`src/rtl/spim_pkg.sv`:
```
package spim_pkg;
  localparam logic [4:0] A_DIV = 5'h00;
  localparam logic [4:0] A_TXD = 5'h04;
  localparam logic [4:0] A_RXD = 5'h08;
  localparam logic [4:0] A_CTL = 5'h0C;
  localparam logic [4:0] A_IEN = 5'h10;

  localparam int CTL_W  = 13;
  localparam int C_MSB  = 4;
  localparam int C_CPHA = 5;
  localparam int C_CPOL = 6;
  localparam int C_SRST = 7;
  localparam int C_MST  = 8;
  localparam int C_EN   = 9;
  localparam int C_LOOP = 10;
  localparam int IEN_TXE = 2;
endpackage

```
`src/rtl/spim_fifo.sv`:
```
module spim_fifo #(
  parameter int WIDTH = 16,
  parameter int DEPTH = 8
) (
  input  logic             clk,
  input  logic             rst_n,
  input  logic             flush,
  input  logic             push,
  input  logic [WIDTH-1:0] din,
  input  logic             pop,
  output logic [WIDTH-1:0] dout,
  output logic             empty,
  output logic             full
);
  localparam int AW = (DEPTH > 1) ? $clog2(DEPTH) : 1;
  localparam int CW = $clog2(DEPTH + 1);

  logic [WIDTH-1:0] mem [DEPTH];
  logic [AW-1:0]    wp, rp;
  logic [CW-1:0]    cnt;
  logic             do_push, do_pop;

  assign empty   = (cnt == '0);
  assign full    = (cnt == CW'(DEPTH));
  assign do_push = push && !full;
  assign do_pop  = pop && !empty;
  assign dout    = mem[rp];

  always_ff @(posedge clk) begin
    if (do_push && !flush) mem[wp] <= din;
  end

  always_ff @(posedge clk or negedge rst_n) begin
    if (!rst_n) begin
      wp <= '0; rp <= '0; cnt <= '0;
    end else if (flush) begin
      wp <= '0; rp <= '0; cnt <= '0;
    end else begin
      if (do_push) wp <= (wp == AW'(DEPTH - 1)) ? '0 : wp + 1'b1;
      if (do_pop)  rp <= (rp == AW'(DEPTH - 1)) ? '0 : rp + 1'b1;
      cnt <= cnt + CW'(do_push) - CW'(do_pop);
    end
  end

  AST_FULL_DROPS: assert property (@(posedge clk) disable iff (!rst_n)
    (push && full && !pop && !flush) |=> full);
  AST_EMPTY_HOLDS: assert property (@(posedge clk) disable iff (!rst_n)
    (pop && empty && !push && !flush) |=> empty);
endmodule

```
`src/rtl/spim_baud.sv`:
```
module spim_baud #(
  parameter int DIV_W = 16
) (
  input  logic             clk,
  input  logic             rst_n,
  input  logic             run,
  input  logic [DIV_W-1:0] div,
  output logic             tick
);
  logic [DIV_W-1:0] cnt;
  logic [DIV_W-1:0] lim;

  // a divider of 0 wraps to all ones, giving the full 2**DIV_W count
  assign lim  = div - 1'b1;
  assign tick = run && (cnt == lim);

  always_ff @(posedge clk or negedge rst_n) begin
    if (!rst_n)            cnt <= '0;
    else if (!run || tick) cnt <= '0;
    else                   cnt <= cnt + 1'b1;
  end

  AST_TICK_ONLY_RUN: assert property (@(posedge clk) disable iff (!rst_n)
    (!run) |=> (cnt == '0));
endmodule

```
`src/rtl/spim_shifter.sv`:
```
module spim_shifter #(
  parameter int DATA_W = 16
) (
  input  logic                       clk,
  input  logic                       rst_n,
  input  logic                       clr,
  input  logic                       go,
  input  logic                       tx_avail,
  input  logic [DATA_W-1:0]          tx_word,
  input  logic [$clog2(DATA_W)-1:0]  wlen_m1,
  input  logic                       msb_first,
  input  logic                       cpha,
  input  logic                       cpol,
  input  logic                       loop,
  input  logic                       miso,
  input  logic                       tick,
  output logic                       tx_pop,
  output logic                       rx_push,
  output logic [DATA_W-1:0]          rx_word,
  output logic                       busy,
  output logic                       sclk,
  output logic                       mosi
);
  localparam int WL_W = $clog2(DATA_W);
  localparam int EW   = WL_W + 1;

  logic [EW-1:0]     edge_q;
  logic              ph, out_bit;
  logic [DATA_W-1:0] tx_sh, rx_sh, rx_nxt;
  logic              leading, last, load, upd, smp, in_bit;
  logic [EW-1:0]     last_idx;

  function automatic logic pick(input logic [DATA_W-1:0] w, input logic m,
                                input logic [WL_W-1:0] l);
    return m ? w[l] : w[0];
  endfunction

  function automatic logic [DATA_W-1:0] adv(input logic [DATA_W-1:0] w, input logic m);
    return m ? (w << 1) : (w >> 1);
  endfunction

  assign leading  = !edge_q[0];
  assign last_idx = {wlen_m1, 1'b1};
  assign last     = busy && tick && (edge_q == last_idx);
  assign load     = (!busy || last) && go && tx_avail && !clr;
  assign upd      = busy && tick && (cpha ? leading : (!leading && !last));
  assign smp      = busy && tick && (cpha ? !leading : leading);
  assign in_bit   = loop ? out_bit : miso;

  always_comb begin
    rx_nxt = rx_sh;
    if (smp) rx_nxt = msb_first ? {rx_sh[DATA_W-2:0], in_bit} : {in_bit, rx_sh[DATA_W-1:1]};
  end

  assign rx_word = msb_first ? (rx_nxt & ({DATA_W{1'b1}} >> (DATA_W - 1 - int'(wlen_m1))))
                             : (rx_nxt >> (DATA_W - 1 - int'(wlen_m1)));
  assign rx_push = last;
  assign tx_pop  = load;
  assign sclk    = cpol ^ ph;
  assign mosi    = out_bit;

  always_ff @(posedge clk or negedge rst_n) begin
    if (!rst_n) begin
      busy <= 1'b0; edge_q <= '0; ph <= 1'b0; out_bit <= 1'b0;
      tx_sh <= '0; rx_sh <= '0;
    end else if (clr) begin
      busy <= 1'b0; edge_q <= '0; ph <= 1'b0;
    end else begin
      rx_sh <= rx_nxt;
      if (busy && tick) begin
        ph     <= ~ph;
        edge_q <= edge_q + 1'b1;
      end
      if (upd) begin
        out_bit <= pick(tx_sh, msb_first, wlen_m1);
        tx_sh   <= adv(tx_sh, msb_first);
      end
      if (last) begin
        busy <= 1'b0; edge_q <= '0; ph <= 1'b0;
      end
      if (load) begin
        busy   <= 1'b1;
        edge_q <= '0;
        ph     <= 1'b0;
        tx_sh  <= cpha ? tx_word : adv(tx_word, msb_first);
        if (!cpha) out_bit <= pick(tx_word, msb_first, wlen_m1);
      end
    end
  end

  AST_IDLE_LEVEL: assert property (@(posedge clk) disable iff (!rst_n)
    (!busy) |-> (sclk == cpol));
  AST_BACK_TO_BACK: assert property (@(posedge clk) disable iff (!rst_n)
    (last && go && tx_avail && !clr) |=> busy);
  AST_CLR_IDLE: assert property (@(posedge clk) disable iff (!rst_n)
    clr |=> !busy);
endmodule

```
`src/rtl/spim_core.sv`:
```
module spim_core #(
  parameter int DATA_W     = 16,
  parameter int FIFO_DEPTH = 8,
  parameter int DIV_W      = 16
) (
  input  logic        clk,
  input  logic        rst_n,
  input  logic [4:0]  reg_addr,
  input  logic        reg_wr,
  input  logic        reg_rd,
  input  logic [31:0] reg_wdata,
  output logic [31:0] reg_rdata,
  output logic        sclk,
  output logic        sclk_oe,
  output logic        mosi,
  output logic        mosi_oe,
  input  logic        miso,
  output logic        irq
);
  import spim_pkg::*;
  localparam int WL_W = $clog2(DATA_W);

  logic [DIV_W-1:0]  div_q;
  logic [CTL_W-1:0]  ctl_q;
  logic              ien_q;
  logic [DATA_W-1:0] last_rx;

  logic              tx_empty, tx_full, tx_pop, wr_tx;
  logic [DATA_W-1:0] tx_head;
  logic              rx_empty, rx_full, rx_push, rd_rx;
  logic [DATA_W-1:0] rx_head, rx_word;
  logic              tick, busy, clr, go;

  assign clr   = ctl_q[C_SRST];
  assign go    = ctl_q[C_EN] && ctl_q[C_MST];
  assign wr_tx = reg_wr && (reg_addr == A_TXD);
  assign rd_rx = reg_rd && (reg_addr == A_RXD);

  always_ff @(posedge clk or negedge rst_n) begin
    if (!rst_n) begin
      div_q <= '0; ctl_q <= '0; ien_q <= 1'b0; last_rx <= '0;
    end else begin
      if (reg_wr && reg_addr == A_DIV) div_q <= reg_wdata[DIV_W-1:0];
      if (reg_wr && reg_addr == A_CTL) ctl_q <= reg_wdata[CTL_W-1:0];
      if (reg_wr && reg_addr == A_IEN) ien_q <= reg_wdata[IEN_TXE];
      if (rd_rx && !rx_empty)          last_rx <= rx_head;
    end
  end

  always_comb begin
    case (reg_addr)
      A_DIV:   reg_rdata = 32'(div_q);
      A_CTL:   reg_rdata = 32'(ctl_q);
      A_IEN:   reg_rdata = 32'(ien_q) << IEN_TXE;
      A_RXD:   reg_rdata = 32'(rx_empty ? last_rx : rx_head);
      default: reg_rdata = '0;
    endcase
  end

  spim_fifo #(.WIDTH(DATA_W), .DEPTH(FIFO_DEPTH)) u_txq (
    .clk, .rst_n, .flush(clr), .push(wr_tx), .din(reg_wdata[DATA_W-1:0]),
    .pop(tx_pop), .dout(tx_head), .empty(tx_empty), .full(tx_full));

  spim_fifo #(.WIDTH(DATA_W), .DEPTH(FIFO_DEPTH)) u_rxq (
    .clk, .rst_n, .flush(clr), .push(rx_push), .din(rx_word),
    .pop(rd_rx), .dout(rx_head), .empty(rx_empty), .full(rx_full));

  spim_baud #(.DIV_W(DIV_W)) u_baud (
    .clk, .rst_n, .run(busy), .div(div_q), .tick);

  spim_shifter #(.DATA_W(DATA_W)) u_shift (
    .clk, .rst_n, .clr, .go, .tx_avail(!tx_empty), .tx_word(tx_head),
    .wlen_m1(ctl_q[WL_W-1:0]), .msb_first(ctl_q[C_MSB]), .cpha(ctl_q[C_CPHA]),
    .cpol(ctl_q[C_CPOL]), .loop(ctl_q[C_LOOP]), .miso, .tick,
    .tx_pop, .rx_push, .rx_word, .busy, .sclk, .mosi);

  assign sclk_oe = ctl_q[C_MST];
  assign mosi_oe = ctl_q[C_MST];
  assign irq     = ien_q && tx_empty && !busy;

  AST_IRQ_QUIET: assert property (@(posedge clk) disable iff (!rst_n)
    busy |-> !irq);
  AST_NO_START_SLAVE: assert property (@(posedge clk) disable iff (!rst_n)
    (!busy && !ctl_q[C_MST]) |=> !busy);
  AST_TX_FULL_DROP: assert property (@(posedge clk) disable iff (!rst_n)
    (wr_tx && tx_full && !tx_pop && !clr) |=> tx_full);
  AST_RX_EMPTY_READ: assert property (@(posedge clk) disable iff (!rst_n)
    (rd_rx && rx_empty) |=> $stable(last_rx));
endmodule

```
`config.mk`:
```
export PLATFORM = sky130hd
export DESIGN_NAME = spim_core
export DESIGN_NICKNAME = d
export VERILOG_FILES = /design/src/rtl/spim_pkg.sv /design/src/rtl/spim_fifo.sv /design/src/rtl/spim_baud.sv /design/src/rtl/spim_shifter.sv /design/src/rtl/spim_core.sv
export SDC_FILE = /design/constraint.sdc
export NUM_CORES = 1
export LEC_CHECK = 0
export BUFFER_PORTS_ARGS = -buffer_cell sky130_fd_sc_hd__buf_2
export CORE_MARGIN = 4
export CORE_UTILIZATION = 35
export DETAILED_ROUTE_END_ITERATION = 10
export GPL_ROUTABILITY_DRIVEN = 0
export PLACE_DENSITY = 0.59
export SYNTH_ARGS = -nofsm -noshare
export SYNTH_HDL_FRONTEND = slang
export SYNTH_HIERARCHICAL = 1
export SYNTH_SLANG_ARGS = --single-unit
export TNS_END_PERCENT = 100
```
`constraint.sdc`:
```
create_clock -name clk -period 4.87 [get_ports clk]
set_input_delay 0.487 -clock clk [delete_from_list [all_inputs] [get_ports clk]]
set_output_delay 0.487 -clock clk [all_outputs]
set_load 0.01 [all_outputs]
```
### After elaboration in Yosys (flattened, before gate mapping)

Memory sizes are Yosys's and may differ from the RTL's.
Cells that the tools add are included.

* shift-type cells: 2
* $lt $le $gt $ge: 1
* muxes and demuxes: 52
* $add $sub $neg: 12
* bitwise operators: 4
* equality and inequality tests: 12
* reduce and logical (&&, ||, !) cells: 44

Operators with widths (number)
* $mux 16: 10
* $pmux 16 s4: 1
* $mux 3: 12
* $shr 16x32->16: 1
* $shr 16x32->16 const A: 1
* $logic_and 1x1->1: 23
* $mux 1: 21
* $mux 5: 4
* $add 16x1->16 const B: 1
* $and 16x16->16: 1
* $eq 16x16->1: 1
* $sub 16x1->16 const B: 1
* $add 3x1->3 const B: 4
* $eq 3x3->1 const B: 4
* $eq 5x4->1 const B: 2
* $reduce_bool 2->1: 5
* $add 4x1->4: 2
* $bmux 1 s4: 2
* $eq 4x4->1 const B: 2
* $logic_not 1->1: 8
* $logic_not 4->1: 2
* $mux 4: 2
* $sub 4x1->4: 2
* $add 5x1->5 const B: 1
* other kinds (12): 14

* flip-flop bits (word level): 122
* input bits: 42
* memories kept: 2
* output and inout bits: 37
* bits in writable memories: 256
* logic and storage cells: 146

Memories
* u_rxq.mem: words 8, bits a word 16, read ports 1, clocked after Yosys merged registers in 0, write ports 1, RTL line spim_fifo.sv:18 `logic [WIDTH-1:0] mem [DEPTH];`
* u_txq.mem: words 8, bits a word 16, read ports 1, clocked after Yosys merged registers in 0, write ports 1, RTL line spim_fifo.sv:18

### Longest topological paths before layout

* word-level depth: 12
* mapped depth: 21
* gate-level depth less buffers: 19

### Modules after synthesis

The synthesis kept the hierarchy.

By module, submodules not included
* spim_fifo at u_rxq: times used 1, sequential area each 4093.9 um2, cells an instance 266, area each 5605.4 um2
* spim_fifo at u_txq: times used 1, sequential area each 4093.9 um2, cells an instance 262, area each 5599.1 um2
* spim_shifter: times used 1, sequential area each 1001.0 um2, cells an instance 470, area each 4142.7 um2
* spim_core: times used 1, sequential area each 1151.1 um2, cells an instance 200, area each 2522.4 um2
* spim_baud: times used 1, sequential area each 400.4 um2, cells an instance 169, area each 1456.4 um2

### Least setup slack after synthesis

OpenSTA, ideal clock, no wires.

* path type: reg2reg
* start point: register div_q[3]
* end point: memory u_rxq.mem[1][0], enable pin
* stages on the path, launching flop included: 13
* setup time: 409 ps
* arrival: 4671 ps
* required time: 4461 ps
* path slack: -210 ps
* buffers on the path: 2
* period minus slack after synthesis: 5080 ps
* cell sequence: dfrtp_1 or4_1 buf_2 nor4_1 mux2_2 a31o_2 a2111oi_0 and2_1 buf_2 nand2_1 nor2_1 nand4b_1 nor3_1

* cells in the longest elaborated chain, start to end: 9

RTL lines
* start: declaration: RTL line spim_core.sv:23 `logic [DIV_W-1:0] div_q;`
* start signal: assignment: RTL line spim_core.sv:43 `if (reg_wr && reg_addr == A_DIV) div_q <= reg_wdata[DIV_W-1:0];`
* $sub 16x1->16: RTL line spim_baud.sv:14 `assign lim = div - 1'b1;`
* $eq 16x16->1: RTL line spim_baud.sv:15 `assign tick = run && (cnt == lim);`
* $logic_and 1x1->1: RTL line spim_baud.sv:15
* via tick: RTL line spim_core.sv:32 `logic tick, busy, clr, go;`
* $logic_and 1x1->1 (2 in a row): RTL line spim_shifter.sv:44 `assign last = busy && tick && (edge_q == last_idx);`
* via rx_push: RTL line spim_core.sv:30 `logic rx_empty, rx_full, rx_push, rd_rx;`
* $logic_and 1x1->1: RTL line spim_fifo.sv:25 `assign do_push = push && !full;`
* $logic_and 1x1->1: RTL line spim_fifo.sv:30 `if (do_push && !flush) mem[wp] <= din;`
* $mux 1: RTL line spim_fifo.sv:30
* $mux 1 (implied by the code): RTL line spim_fifo.sv:30
* end: declaration: RTL line spim_fifo.sv:18

The timed path passes the listed nets, and every way through them passes these cells.

### Final worst setup path

* start point: register div_q[3]
* end point: memory u_rxq.mem[5][0], data pin

* cells in the longest elaborated chain, start to end: 8
* elaborated cells on any way between the ends: 9
* classes of those cells: add/sub: 1; eq/ne: 1; shift: 1; mux: 2; bitwise: 1; reduce/logical: 3

RTL lines
* $sub 16x1->16 *: RTL line spim_baud.sv:14
* $eq 16x16->1 *: RTL line spim_baud.sv:15
* $logic_and 1x1->1 *: RTL line spim_baud.sv:15
* via tick: RTL line spim_core.sv:32
* $logic_and 1x1->1 * (2 in a row): RTL line spim_shifter.sv:47 `assign smp = busy && tick && (cpha ? !leading : leading);`
* $mux 16 *: RTL line spim_shifter.sv:52 `if (smp) rx_nxt = msb_first ? {rx_sh[DATA_W-2:0], in_bit} : {in_bit, rx_sh[DATA_W-1:1]};`
* $shr 16x32->16 / $and 16x16->16 (equally long branches): RTL line spim_shifter.sv:56, spim_shifter.sv:55
* $mux 16 *: RTL line spim_shifter.sv:55 `assign rx_word = msb_first ? (rx_nxt & ({DATA_W{1'b1}} >> (DATA_W - 1 - int'(wlen_m1))))`
* via rx_word[0]: RTL line spim_core.sv:31 `logic [DATA_W-1:0] rx_head, rx_word;`

The timed path passes the listed nets; every way through them passes the cells marked *.

==> qor.txt <==
Final hold violation count: 10
Routed WL: 46,770 um
Lkg Pwr: 8.090 nW
Number of I/O pins: 79
GRT Total Usage: 15.45%
CP startpoint kind: flip-flop
Die Footprint: 0.05903 mm^2
Nets: 1,539
Remaining Overflow, GRT: 0
H-tree levels: 2
Row count: 85
Wire per inst: 21.27 um
Final slew viol count: 0
CTS Buf Count: 41
Final Setup Violations: 0
Dpl hpwl: 31,300 um
Final std cells w/o fill: 2,199
Worst Path Class, Setup: reg2reg
Worst-skew pair later-pin latency: 0.55 ns
Fin crit period: 4.718 ns
Hold_ws: -0.04624 ns
Status: finished, violations left
Most common cell after layout, fill and taps aside: edfxtp_1
Starting Density: 35.62%
Clk slew on worst S/H paths: 0.06 ns
Power Density: 385.5 mW/mm^2
Achievable Freq: 211.9 MHz
CP startpoint: div_q[3]
Violated checks: hold timing
DRT Pass-1 Iters: 5
Via-to-Cell Ratio: 5.449
Min-Delay Path Class: in2async
Pin count of the biggest net entering global routing: 82
Root Driver: clkbuf_16
Clk_skew: 0.01766 ns
Clock tree buffer depth: 3
Worst EP arrival: 4.97 ns
Total Power: 8.526 mW
CTS tree: done
Worst r2r src: div_q[3]
ANT cells: 0
Layout area overhead: 14.46%
Port buffer count: 46
Via count: 11,980
Synth Cell Area: 0.01932 mm^2
Max-Cap Viols: 0
Antenna-violating nets left: 0
Worst slew pin tran: 1.132 ns
First-pass GRT wire length: 71,990 um
Die span in y: 243.0 um
Unrepaired setup endpoints after global routing: no
DRC Markers: 0
Slew margin rel.: 24.52%
VDD IR max: 0.3256 mV
Cts hold-fix bufs: 0
Worst-path fanout max: 16
Dpl cells: 2,124
Initial DRC count: 775
Layout cell share with drive strength beyond 1: 26.01%
Die width: 243.0 um
Synth warn: 6
Final critical-path share of the clock period: 96.88%
CTS Sinks: 378
Core ar.: 0.05424 mm^2
Mean area per synthesized cell: 14.15 um^2
Worst endpoint required time: 5.12 ns
CP endpoint kind: flip-flop
Vias in the first global route: 11,980
Most frequent cells in the layout: edfxtp_1, dfrtp_1, nand2_1
Mapped Cells: 1,366
Initial antenna violation count: 2
Final core occ: 40.78%
==> worst max-delay path: stages, from the launching register on <==
cell,delay [ns]
dfrtp_1,0.37
or4_1,0.57
buf_4,0.19
nor4_2,0.30
mux2_2,0.38
a31o_2,0.24
a2111oi_4,0.40
buf_4,0.19
nand2_1,0.15
nor2_4,0.17
buf_12,0.15
mux4_2,0.33
buf_4,0.16
mux4_2,0.47
o211a_1,0.35
==> final timing paths <==
check	endpoint	slack (ns)	depth (start not counted)
setup / recovery	u_rxq/mem[5][0]	0.15	14
hold / removal	u_shift/rx_sh[7]	-0.05	1
setup reg to reg	u_rxq/mem[5][0]	0.15	14
hold reg to reg	last_rx[0]	0.50	1
max in group asynchronous	u_baud/cnt[9]	3.76	2
min in group clk	u_txq/mem[1][14]	0.27	1
==> through the flow <==
stage / TNS, ns / cell area [um^2] / setup slack [ns]
after detailed placement: -29.06 / 20790 / -0.5886
final: 0 / 22120 / 0.1517
after global routing: 0 / 22120 / 0.003121
after global placement: -22.22 / 20790 / -0.4276
after CTS: 0 / 22100 / 0.05691
after floorplan: 0 / 19400 / 0.05096
==> sequential cells by signal, indices dropped and copies added, names as in the netlist, 5 cells and up <==
name            flops
div_q              16
u_shift/edge_q      5
u_shift/rx_sh      16
ctl_q              13
u_shift/tx_sh      16
u_baud/cnt         16
last_rx            16
u_rxq/mem         128
u_txq/mem         128
==> routing by layer <==
metal / routed length, um / global-route usage [%] / vias up
li1: - / - / 5474
met1: 20550 / 21.08 / 6118
met2: 22490 / 25.59 / 318
met3: 2739 / 3.145 / 68
met4: 967 / 3.514 / 4
met5: 27 / 0 / -
==> final cells by class <==
class,instances,area [um^2]
Multi-Input combinational cell,880,8035
Clock buffer,48,1052
Sequential cell,378,10750
Inverter,26,97.59
Fill cell,5000,32120
Tap cell,696,870.8
Timing Repair Buffer,145,1092
Clock inverter,26,221.5
==> power breakdown <==
| group | total (mW) | switching, mW | leakage, nW | internal [mW] |
|---|---|---|---|---|
| logic | 1.66 | 0.903 | 3.57 | 0.754 |
| registers | 3.89 | 0.243 | 3.91 | 3.64 |
| clock network | 2.98 | 1.27 | 0.610 | 1.71 |
==> timing repair <==
item	in CTS	in global routing
gates resized for setup	5	3
setup endpoints to repair	117	99
pin swaps	1	1
setup buffers	1	0
(Power assumes the default switching activity.)
